===== src/rtl/sbm_pkg.sv =====
package sbm_pkg;
  localparam int SBM_CW  = 8;                 // timing count width
  localparam int SBM_BW  = 8;                 // bits per serial word
  localparam int SBM_BIW = $clog2(SBM_BW);    // bit index width

  localparam logic [2:0] A_MODE  = 3'd0;
  localparam logic [2:0] A_HIGH  = 3'd1;
  localparam logic [2:0] A_LOW   = 3'd2;
  localparam logic [2:0] A_SETUP = 3'd3;
  localparam logic [2:0] A_HOLD  = 3'd4;
  localparam logic [2:0] A_GAP   = 3'd5;

  typedef enum logic [2:0] {
    ST_IDLE, ST_SETUP, ST_SHIFT, ST_HOLD, ST_GAP
  } sbm_state_e;

  typedef struct packed {
    logic              rx_lsb;
    logic              tx_lsb;
    logic              cpha;
    logic              cpol;
    logic [SBM_CW-1:0] t_gap;
    logic [SBM_CW-1:0] t_hold;
    logic [SBM_CW-1:0] t_setup;
    logic [SBM_CW-1:0] t_low;
    logic [SBM_CW-1:0] t_high;
  } sbm_cfg_t;
endpackage


===== src/rtl/sbm_cfg_regs.sv =====
module sbm_cfg_regs
  import sbm_pkg::*;
(
  input  logic              clk,
  input  logic              rst_n,
  input  logic              wr_en,
  input  logic [2:0]        wr_addr,
  input  logic [SBM_CW-1:0] wr_data,
  input  logic              lock,
  output sbm_cfg_t          cfg
);
  sbm_cfg_t cfg_q, cfg_d;
  logic     wr_ok;

  assign wr_ok = wr_en && !lock;

  always_comb begin
    cfg_d = cfg_q;
    if (wr_ok) begin
      case (wr_addr)
        A_MODE: begin
          cfg_d.cpol   = wr_data[0];
          cfg_d.cpha   = wr_data[1];
          cfg_d.tx_lsb = wr_data[2];
          cfg_d.rx_lsb = wr_data[3];
        end
        A_HIGH:  cfg_d.t_high  = wr_data;
        A_LOW:   cfg_d.t_low   = wr_data;
        A_SETUP: cfg_d.t_setup = wr_data;
        A_HOLD:  cfg_d.t_hold  = wr_data;
        A_GAP:   cfg_d.t_gap   = wr_data;
        default: ;
      endcase
    end
  end

  always_ff @(posedge clk or negedge rst_n) begin
    if (!rst_n) cfg_q <= '0;
    else        cfg_q <= cfg_d;
  end

  assign cfg = cfg_q;

  // settings cannot move while a burst was running
  p_cfg_frozen_r11: assert property (@(posedge clk) disable iff (!rst_n)
    $past(lock) |-> $stable(cfg_q));
endmodule


===== src/rtl/sbm_fifo.sv =====
module sbm_fifo #(
  parameter int W     = 8,
  parameter int DEPTH = 32
) (
  input  logic         clk,
  input  logic         rst_n,
  input  logic         push,
  input  logic [W-1:0] wdata,
  input  logic         pop,
  output logic [W-1:0] rdata,
  output logic         full,
  output logic         empty
);
  localparam int AW = $clog2(DEPTH);

  logic [W-1:0] mem [DEPTH];
  logic [AW:0]  wp_q, wp_d, rp_q, rp_d;
  logic [AW:0]  level;
  logic         do_push, do_pop;

  assign empty   = (wp_q == rp_q);
  assign full    = (wp_q[AW] != rp_q[AW]) && (wp_q[AW-1:0] == rp_q[AW-1:0]);
  assign do_push = push && !full;
  assign do_pop  = pop && !empty;
  assign level   = wp_q - rp_q;
  assign rdata   = mem[rp_q[AW-1:0]];

  always_comb begin
    wp_d = do_push ? wp_q + 1'b1 : wp_q;
    rp_d = do_pop  ? rp_q + 1'b1 : rp_q;
  end

  always_ff @(posedge clk or negedge rst_n) begin
    if (!rst_n) begin
      wp_q <= '0;
      rp_q <= '0;
    end else begin
      wp_q <= wp_d;
      rp_q <= rp_d;
    end
  end

  always_ff @(posedge clk) begin
    if (do_push) mem[wp_q[AW-1:0]] <= wdata;
  end

  // a push into a full FIFO leaves its contents untouched
  p_no_overflow_r12: assert property (@(posedge clk) disable iff (!rst_n)
    (full && push && !pop) |=> (full && $stable(level)));
  p_no_underflow_r12: assert property (@(posedge clk) disable iff (!rst_n)
    (empty && pop && !push) |=> empty);
endmodule


===== src/rtl/sbm_engine.sv =====
module sbm_engine
  import sbm_pkg::*;
#(
  parameter int MAX_BYTES = 32,
  parameter int LEN_W     = 6
) (
  input  logic              clk,
  input  logic              rst_n,
  input  sbm_cfg_t          cfg,
  input  logic              start,
  input  logic [LEN_W-1:0]  start_len,
  input  logic [SBM_BW-1:0] tx_byte,
  input  logic              tx_avail,
  output logic              tx_pop,
  output logic              rx_push,
  output logic [SBM_BW-1:0] rx_byte,
  input  logic              miso,
  output logic              sclk,
  output logic              mosi,
  output logic              cs_n,
  output logic              busy,
  output logic              done
);
  localparam logic [SBM_BIW-1:0] LAST_BIT = SBM_BIW'(SBM_BW - 1);
  localparam logic [LEN_W-1:0]   MAX_LEN  = LEN_W'(MAX_BYTES);

  sbm_state_e        st_q, st_d;
  logic [SBM_CW-1:0] cnt_q, cnt_d;
  logic              half_q, half_d;      // 0 leading, 1 trailing
  logic [SBM_BIW-1:0] bit_q, bit_d;
  logic [LEN_W-1:0]  left_q, left_d;      // bytes after the current one
  logic              sclk_q, sclk_d;
  logic              mosi_q, mosi_d;
  logic              done_q, done_d;
  logic [SBM_BW-1:0] txsr_q, txsr_d;
  logic [SBM_BW-1:0] rxsr_q, rxsr_d;

  logic              lvl_a;
  logic [SBM_CW-1:0] len_a, len_b;
  logic [SBM_BW-1:0] tx_next;
  logic [LEN_W-1:0]  len_eff;

  assign lvl_a   = cfg.cpol ^ cfg.cpha;
  assign len_a   = lvl_a ? cfg.t_high : cfg.t_low;
  assign len_b   = lvl_a ? cfg.t_low  : cfg.t_high;
  assign tx_next = tx_avail ? tx_byte : '0;
  assign len_eff = (start_len > MAX_LEN) ? MAX_LEN : start_len;

  function automatic logic pick(input logic [SBM_BW-1:0] b,
                                input logic [SBM_BIW-1:0] i,
                                input logic lsb);
    return lsb ? b[i] : b[LAST_BIT - i];
  endfunction

  always_comb begin
    st_d    = st_q;
    cnt_d   = cnt_q;
    half_d  = half_q;
    bit_d   = bit_q;
    left_d  = left_q;
    sclk_d  = sclk_q;
    mosi_d  = mosi_q;
    txsr_d  = txsr_q;
    rxsr_d  = rxsr_q;
    done_d  = 1'b0;
    tx_pop  = 1'b0;
    rx_push = 1'b0;
    case (st_q)
      ST_IDLE: begin
        sclk_d = cfg.cpol;
        if (start) begin
          if (len_eff == '0) begin
            done_d = 1'b1;
          end else begin
            st_d   = ST_SETUP;
            cnt_d  = cfg.t_setup;
            left_d = len_eff - LEN_W'(1);
            mosi_d = 1'b0;
          end
        end
      end
      ST_SETUP: begin
        if (cnt_q != '0) begin
          cnt_d = cnt_q - 1'b1;
        end else begin
          st_d   = ST_SHIFT;
          half_d = 1'b0;
          bit_d  = '0;
          sclk_d = lvl_a;
          txsr_d = tx_next;
          tx_pop = tx_avail;
          mosi_d = pick(tx_next, '0, cfg.tx_lsb);
          cnt_d  = len_a;
        end
      end
      ST_SHIFT: begin
        if (cnt_q != '0) begin
          cnt_d = cnt_q - 1'b1;
        end else if (!half_q) begin
          rxsr_d = cfg.rx_lsb ? {miso, rxsr_q[SBM_BW-1:1]}
                              : {rxsr_q[SBM_BW-2:0], miso};
          half_d = 1'b1;
          sclk_d = ~lvl_a;
          cnt_d  = len_b;
        end else if (bit_q != LAST_BIT) begin
          bit_d  = bit_q + 1'b1;
          half_d = 1'b0;
          sclk_d = lvl_a;
          mosi_d = pick(txsr_q, bit_q + 1'b1, cfg.tx_lsb);
          cnt_d  = len_a;
        end else begin
          rx_push = 1'b1;
          if (left_q != '0) begin
            left_d = left_q - 1'b1;
            bit_d  = '0;
            half_d = 1'b0;
            sclk_d = lvl_a;
            txsr_d = tx_next;
            tx_pop = tx_avail;
            mosi_d = pick(tx_next, '0, cfg.tx_lsb);
            cnt_d  = len_a;
          end else begin
            st_d   = ST_HOLD;
            sclk_d = cfg.cpol;
            cnt_d  = cfg.t_hold;
          end
        end
      end
      ST_HOLD: begin
        if (cnt_q != '0) begin
          cnt_d = cnt_q - 1'b1;
        end else begin
          st_d  = ST_GAP;
          cnt_d = cfg.t_gap;
        end
      end
      ST_GAP: begin
        if (cnt_q != '0) begin
          cnt_d = cnt_q - 1'b1;
        end else begin
          st_d   = ST_IDLE;
          done_d = 1'b1;
        end
      end
      default: st_d = ST_IDLE;
    endcase
  end

  always_ff @(posedge clk or negedge rst_n) begin
    if (!rst_n) begin
      st_q   <= ST_IDLE;
      cnt_q  <= '0;
      half_q <= 1'b0;
      bit_q  <= '0;
      left_q <= '0;
      sclk_q <= 1'b0;
      mosi_q <= 1'b0;
      done_q <= 1'b0;
      txsr_q <= '0;
      rxsr_q <= '0;
    end else begin
      st_q   <= st_d;
      cnt_q  <= cnt_d;
      half_q <= half_d;
      bit_q  <= bit_d;
      left_q <= left_d;
      sclk_q <= sclk_d;
      mosi_q <= mosi_d;
      done_q <= done_d;
      txsr_q <= txsr_d;
      rxsr_q <= rxsr_d;
    end
  end

  assign sclk    = sclk_q;
  assign mosi    = mosi_q;
  assign done    = done_q;
  assign rx_byte = rxsr_q;
  assign busy    = (st_q != ST_IDLE);
  assign cs_n    = !((st_q == ST_SETUP) || (st_q == ST_SHIFT) || (st_q == ST_HOLD));

  // completion is a single-cycle pulse
  p_done_pulse_r10: assert property (@(posedge clk) disable iff (!rst_n)
    done |=> !done);
  // an empty request finishes at once without selecting the slave
  p_zero_len_r9: assert property (@(posedge clk) disable iff (!rst_n)
    (st_q == ST_IDLE && start && start_len == '0) |=> (done && cs_n));
  // the select is released with the clock at its resting level
  p_sclk_rest_r2: assert property (@(posedge clk) disable iff (!rst_n)
    $rose(cs_n) |-> (sclk == cfg.cpol));
  // no shifting activity outside a selected burst
  p_quiet_idle_r8: assert property (@(posedge clk) disable iff (!rst_n)
    cs_n |-> !tx_pop && !rx_push);
endmodule


===== src/rtl/spi_burst_master.sv =====
module spi_burst_master
  import sbm_pkg::*;
#(
  parameter int DEPTH = 32,
  localparam int LEN_W = $clog2(DEPTH + 1)
) (
  input  logic              clk,
  input  logic              rst_n,
  input  logic              cfg_we,
  input  logic [2:0]        cfg_addr,
  input  logic [SBM_CW-1:0] cfg_wdata,
  input  logic              tx_push,
  input  logic [SBM_BW-1:0] tx_data,
  output logic              tx_full,
  input  logic              rx_pop,
  output logic [SBM_BW-1:0] rx_data,
  output logic              rx_empty,
  input  logic              start,
  input  logic [LEN_W-1:0]  start_len,
  output logic              busy,
  output logic              done,
  output logic              sclk,
  output logic              mosi,
  input  logic              miso,
  output logic              cs_n
);
  sbm_cfg_t          cfg;
  logic              tx_empty, tx_pop, rx_push, rx_full;
  logic [SBM_BW-1:0] tx_head, rx_byte;

  sbm_cfg_regs u_cfg (
    .clk(clk), .rst_n(rst_n), .wr_en(cfg_we), .wr_addr(cfg_addr),
    .wr_data(cfg_wdata), .lock(busy), .cfg(cfg)
  );

  sbm_fifo #(.W(SBM_BW), .DEPTH(DEPTH)) u_txf (
    .clk(clk), .rst_n(rst_n), .push(tx_push), .wdata(tx_data),
    .pop(tx_pop), .rdata(tx_head), .full(tx_full), .empty(tx_empty)
  );

  sbm_fifo #(.W(SBM_BW), .DEPTH(DEPTH)) u_rxf (
    .clk(clk), .rst_n(rst_n), .push(rx_push), .wdata(rx_byte),
    .pop(rx_pop), .rdata(rx_data), .full(rx_full), .empty(rx_empty)
  );

  sbm_engine #(.MAX_BYTES(DEPTH), .LEN_W(LEN_W)) u_eng (
    .clk(clk), .rst_n(rst_n), .cfg(cfg), .start(start), .start_len(start_len),
    .tx_byte(tx_head), .tx_avail(!tx_empty), .tx_pop(tx_pop),
    .rx_push(rx_push), .rx_byte(rx_byte), .miso(miso),
    .sclk(sclk), .mosi(mosi), .cs_n(cs_n), .busy(busy), .done(done)
  );

  // a burst never pushes into a full receive FIFO when the count fits
  p_rx_room_r12: assert property (@(posedge clk) disable iff (!rst_n)
    (rx_full && rx_push) |-> rx_pop);
endmodule


===== config.mk =====
export PLATFORM = sky130hd
export DESIGN_NAME = spi_burst_master
export DESIGN_NICKNAME = d
export VERILOG_FILES = /design/src/rtl/sbm_pkg.sv /design/src/rtl/sbm_cfg_regs.sv /design/src/rtl/sbm_fifo.sv /design/src/rtl/sbm_engine.sv /design/src/rtl/spi_burst_master.sv
export SDC_FILE = /design/constraint.sdc
export NUM_CORES = 1
export LEC_CHECK = 0
export ABC_AREA = 1
export BUFFER_PORTS_ARGS = -buffer_cell sky130_fd_sc_hd__buf_2
export CAP_MARGIN = 0
export CORE_MARGIN = 2
export CORE_UTILIZATION = 50
export CTS_BUF_LIST = sky130_fd_sc_hd__clkbuf_8 sky130_fd_sc_hd__clkbuf_16
export DETAILED_ROUTE_END_ITERATION = 8
export HOLD_SLACK_MARGIN = 0.03
export PLACE_DENSITY_LB_ADDON = 0.05
export SLEW_MARGIN = 20
export SYNTH_ARGS = -nofsm -noshare
export SYNTH_HDL_FRONTEND = slang
export SYNTH_SLANG_ARGS = --single-unit

===== constraint.sdc =====
create_clock -name clk -period 2.4 [get_ports clk]
set_input_delay 0.12 -clock clk [delete_from_list [all_inputs] [get_ports clk]]
set_output_delay 0.12 -clock clk [all_outputs]
set_load 0.05 [all_outputs]

# Yosys cells after proc, flatten, opt, wreduce, memory -nomap -nowiden
# Memories as Yosys holds them, arrays and structs flattened.
# Cells that the tools add are included.
# totals
n_memories	2
regBits	108
out_inout_bits	15
mem_bits_rw	512
in_bits	32
# memory_table
memory	words	width	rd	rd_ports_with_merged_regs	wr	line	text
u_rxf.mem	32	8	1	0	1	sbm_fifo.sv:16	logic [W-1:0] mem [DEPTH];
u_txf.mem	32	8	1	0	1	sbm_fifo.sv:16	
# op_classes
n_addsub	9
eq_ne	28
n_reduce_logical	40
n_bitwise	4
magnitude_cmp	3
n_mux	87
# op_table
cell	n
two-way mux 8 bit	18
two-way mux 6 bit	7
one-hot mux 8 bit (5 select lines)	1
two-way mux 3 bit	13
two-way mux 1 bit	37
adder 6 x 1 -> 6 bit (second input constant)	4
inequality test 2 bit (second input constant)	8
one-hot mux 8 bit (2 select lines)	1
one-hot mux 3 bit (5 select lines)	1
AND reduction 7 bit	2
equality test 3 x 2 -> 1 bit (second input constant)	4
equality test 6 bit	2
one-hot mux 6 bit (2 select lines)	1
AND reduction 2 bit	6
subtractor 6 x 1 -> 6 bit (second input constant)	2
equality test 5 bit	2
equality test 3 bit (second input constant)	3
AND reduction 3 bit	3
AND reduction 9 bit	1
< comparator 3 x 4 -> 1 bit (second input constant)	2
nonzero test 8 bit	1
subtractor 8 x 1 -> 8 bit (second input constant)	1
logical AND 1 bit	7
binary-select mux 1 bit (select 3 bit)	2
other kinds (24)	42

# Logic depth before layout (Yosys ltp)
# depth
word_depth	9
depth_mapped	15
mapped_depth_nobuf	15

# Modules after synthesis
# From an unflattened synthesis, not the netlist that was laid out.
# hier_totals
hier_cells	2900
area_unflattened_um2	28187.0
# modules_own_cells
mod	cells_per_inst	seq_area_each_um2	area_per_inst_um2	n_inst
sbm_fifo at u_txf	1164	7987.7	11855.1	1
sbm_fifo at u_rxf	1033	7987.7	11265.8	1
sbm_engine	498	1001.0	3208.1	1
sbm_cfg_regs	204	1101.1	1854.3	1
spi_burst_master	1	0.0	3.8	1

# Worst setup path after synthesis
# OpenSTA, ideal clock, no wires.
# synth_path
path_kind	flip-flop to flip-flop
start	reg u_eng.cnt_q[0]
end	mem u_rxf.mem[24][0], enable pin
synth_period_minus_slack_ns	2.150
setup_ns	0.370
t_arrival_ns	1.780
stages_incl_launch_ff	11
required_ns	2.030
setup_slack_ns	0.250
cell_sequence	dfrtp_1 inv_1 ha_1 nand2_1 nor2_8 inv_2 nor3_2 nand2_2 inv_2 nand2_4 nor2_1
# synth_via
elab_chain_cells	6
# synth_rtl
element	line	text
from (decl)	sbm_engine.sv:28	logic [SBM_CW-1:0] cnt_q, cnt_d;
from (signal assigned)	sbm_engine.sv:163	cnt_q <= cnt_d;
nonzero test 8 bit	sbm_engine.sv:97	if (cnt_q != '0) begin
two-way mux 1 bit	sbm_engine.sv:97	
two-way mux 1 bit	sbm_engine.sv:68	case (st_q)
logical AND 1 bit	sbm_fifo.sv:23	assign do_push = push && !full;
two-way mux 1 bit	sbm_fifo.sv:44	if (do_push) mem[wp_q[AW-1:0]] <= wdata;
two-way mux 1 bit (not written as such)	sbm_fifo.sv:44	
to (decl)	sbm_fifo.sv:16	
# No other way between the ends.

# Worst setup path in the final report
# layout_path
start	reg u_rxf.rp_q[0]
end	out rx_data[6]
# layout_via
elab_chain_cells	1
# layout_rtl
element	line	text
from (decl)	sbm_fifo.sv:17	logic [AW:0] wp_q, wp_d, rp_q, rp_d;
from (signal assigned)	sbm_fifo.sv:39	rp_q <= rp_d;
memory read (32 x 8 bit)	-	
to (decl)	spi_burst_master.sv:16	output logic [SBM_BW-1:0] rx_data,
# No other way between the ends.

==> impl_metrics.sql <==
INSERT INTO impl_metrics (metric_group, metric, value, unit) VALUES
('place', 'globalplace.congestion', '0.864', ''),
('clock_tree', 'clkSinkCount', '620', ''),
('floorplanning', 'floorplan.initialDensity', '50.5', '%'),
('drt', 'detail_route.iter0.violations', '1476', ''),
('hold_path', 'hold_path_startpoint', 'cfg_we', ''),
('logic_synthesis', 'dominant_cell_by_count_in_the_synthesized_netlist', 'edfxtp_1', ''),
('timing', 'hold_viol_final', '0', ''),
('clock_tree', 'cts_made_buffers', '68', ''),
('logic_synthesis', 'synth_top_area_cell', 'edfxtp_1', ''),
('critical_path', 'setup.worst_path.end_class', 'primary output', ''),
('drt', 'viasPerCell', '5.58', ''),
('critical_path', 'data_arrival_critical_path', '2570', 'ps'),
('place', 'dpl-instance-area', '28400', 'um^2'),
('grt', 'grt_pass1_wl', '105000', 'um'),
('timing', 'grt_setup_unrepaired', 'true', ''),
('timing', 'final-max-slew-violation-count', '0', ''),
('power', 'report.power.total', '0.0378', 'W'),
('final_layout', 'layout.area.seq', '18100', 'um^2'),
('final_layout', 'multi_input_area', '7560', 'um^2'),
('clock_tree', 'tritoncts', 'yes', ''),
('drt', 'avgRoutedWirePerCell', '21.0', 'um'),
('floorplanning', 'placeableCoreArea', '52600', 'um^2'),
('logic_synthesis', 'synth_top_cells_by_count', 'edfxtp_1 (512), nand2_1 (358), nor2_1 (352), o21ai_0 (288), nand3_1 (131)', ''),
('logic_synthesis', 'synthesis.area', '26600', 'um^2'),
('logic_synthesis', 'flop_and_latch_count_out_of_synthesis', '620', ''),
('drt', 'firstDrtPassIters', '5', ''),
('power', 'seqPwrFrac', '36.0', '%'),
('place', 'dp_hpwl', '42600', 'um'),
('grt', 'maximum_number_of_pins_on_one_net_before_global_route_repair', '64', ''),
('drt', 'count_of_vias_placed_by_the_detailed_router', '18269', ''),
('power', 'power.static_leakage', '11.8', 'nW'),
('status', 'failed_checks', 'negative setup slack', ''),
('grt', 'grt_overflow_total', '0', ''),
('power', 'clock_share_of_power', '27.1', '%'),
('floorplanning', 'die_area', '55000', 'um^2'),
('critical_path', 'r2r_cells', '13', ''),
('logic_synthesis', 'synth_edf_count', '512', ''),
('logic_synthesis', 'netlist_top_cells_area', 'edfxtp_1 (58%), dfrtp_1 (10%), o21ai_0 (5.4%)', ''),
('timing', 'finalCriticalPeriod', '2690', 'ps'),
('critical_path', 'launching_element_type_of_the_critical_path', 'register', ''),
('clock_tree', 'cts.reportedPaths.clkPinSlew', '60', 'ps'),
('critical_path', 'path_depth', '10', ''),
('clock_tree', 'cts_root_buf', 'clkbuf_16', ''),
('critical_path', 'path_class', 'register to primary output', ''),
('power', 'power.switching', '0.0141', 'W'),
('power', 'share_comb_of_total_power', '36.9', '%'),
('power', 'ir_worst_vdd', '0.707', 'mV'),
('timing', 'finalWorstSetupSlack', '-293', 'ps'),
('clock_tree', 'h-tree-depth', '3', ''),
('hold_path', 'timing.hold.worst_endpoint', 'u_cfg.cfg[40]$_DFFE_PN0P_', ''),
('power', 'internal-power', '0.0237', 'W'),
('timing', 'timing_worst_slew_pin_value', '739', 'ps'),
('clock_tree', 'insertion_delay', '600', 'ps'),
('timing', 'skew', '22.5', 'ps'),
('job', 'timing.max_cap.violations', '0', ''),
('status', 'outcome', 'complete, but fails checks', ''),
('grt', 'gr-usage-all-layers', '25.2', '%'),
('timing', 'final-setup-viol-count', '8', ''),
('final_layout', 'antenna_cells_inserted', '0', ''),
('drt', 'drc', '0', ''),
('logic_synthesis', 'synth_top_area_share', '57.9', '%'),
('critical_path', 'worst_ep_required_time', '2280', 'ps'),
('critical_path', 'worst_path_bufs_invs', '5', ''),
('logic_synthesis', 'post_synth.cell_area_avg', '11.3', 'um^2'),
('critical_path', 'crit_start', 'u_rxf.rp_q[0]$_DFFE_PN0P_', ''),
('power', 'powerDensity', '1210', 'nW/um^2'),
('critical_path', 'crit_fanout', '6', ''),
('timing', 'highest_clock_rate', '0.371', 'GHz'),
('floorplanning', 'fp-row-count', '84', ''),
('final_layout', 'fill_cells', '4281', ''),
('final_layout', 'final_layout_size_suffix_gt1_share', '16.3', '%');
sequential cells by signal, indices dropped and copies added (netlist names), 6 cells and up:
| name | cells |
|---|---|
| u_txf.rp_q | 6 |
| u_txf.wp_q | 6 |
| u_rxf.wp_q | 6 |
| u_eng.left_q | 6 |
| u_eng.rx_byte | 8 |
| u_rxf.mem | 256 |
| u_eng.txsr_q | 8 |
| u_eng.cnt_q | 8 |
| u_txf.mem | 256 |
| u_rxf.rp_q | 6 |
| u_cfg.cfg | 44 |
metal layers:
layer  track usage, %  up-vias  wire length, um
li1                 -     8677                -
met1             34.0     9004            29600
met2             42.0      486            33600
met3             3.55      102             3330
met4             8.39        0             2050
met5                0        -                0
final cells by class:
class	instances	area share (%)
tap	688	2.75
sequential	620	57.7
multi-input combinational	1463	24.1
inverter	148	1.82
clock buffer	72	5.64
clock inverter	52	1.36
timing repair buffer	229	6.58
what timing repair did:
| action | 4_1_cts | 5_1_grt |
|---|---|---|
| endpoints found under the hold margin | 93 | 0 |
| setup endpoints to repair | 16 | 116 |
| cloned | 4 | 2 |
| hold buffers | 20 | 0 |
| setup buffers | 3 | 2 |
| gates resized for setup | 75 | 56 |
| pin swaps | 19 | 16 |
worst max path at each step:
stage and endpoint:
6_report rx_data[6], 3_5_place_dp u_rxf.mem[11][5]$_DFFE_PP_, 2_1_floorplan u_rxf.mem[24][0]$_DFFE_PP_, 4_1_cts rx_data[6], 3_3_place_gp u_rxf.mem[11][6]$_DFFE_PP_, 5_1_grt rx_data[6]
metrics by stage:
step,instances,util (%)
6_report,3272,59.6
5_1_grt,3272,59.6
4_1_cts,3268,59.2
3_5_place_dp,3117,54.0
3_3_place_gp,3117,54.0
2_1_floorplan,2354,-
placed cells by master, fill, tap and decap left out, types with 17 or more instances in the layout:
cell type	count
nor2_1	339
clkbuf_16	71
xor2_1	27
clkinv_1	17
dfrtp_1	104
buf_2	35
o211ai_1	23
inv_1	136
nand3_1	131
edfxtp_1	512
inv_2	19
o22ai_1	63
o21ai_0	249
a21oi_1	40
nor2_4	17
buf_4	137
nand2_1	355
dlygate4sd3_1	20
o221ai_1	39
o21ai_1	38
nand4_1	28
cell families (layout without fill, tap and decap cells):
logic type                 count (synthesis)  after routing  synth area share, %
AOI/OAI and AO/OA                        488            488                 10.5
and+or+nand+nor                          919            919                 15.0
DFF                                      620            620                 68.1
muxes                                      9              9                0.344
adders and majority gates                 15             15                0.707
xor gates and xnor gates                  32             32                 1.06
buffers and inverters                    271            501                 4.32
worst min-delay path, delay by kind of cell:
family	cells	cell delay (ps)
AOI/OAI and AO/OA	1	70
buffers and inverters	2	200
and+or+nand+nor	4	250
power groups by stage:
stage | Combinational (W) | Clock (W) | Sequential [W]
after global placement | 0.0127 | 0 | 0.0138
after global routing | 0.0153 | 0.0108 | 0.0137
after floorplan | 0.00854 | 0 | 0.0137
after CTS | 0.0137 | 0.0104 | 0.0136
after detailed placement | 0.0129 | 0 | 0.0138
final | 0.0140 | 0.0102 | 0.0136
No activity file was read; power rests on OpenSTA's default activity.
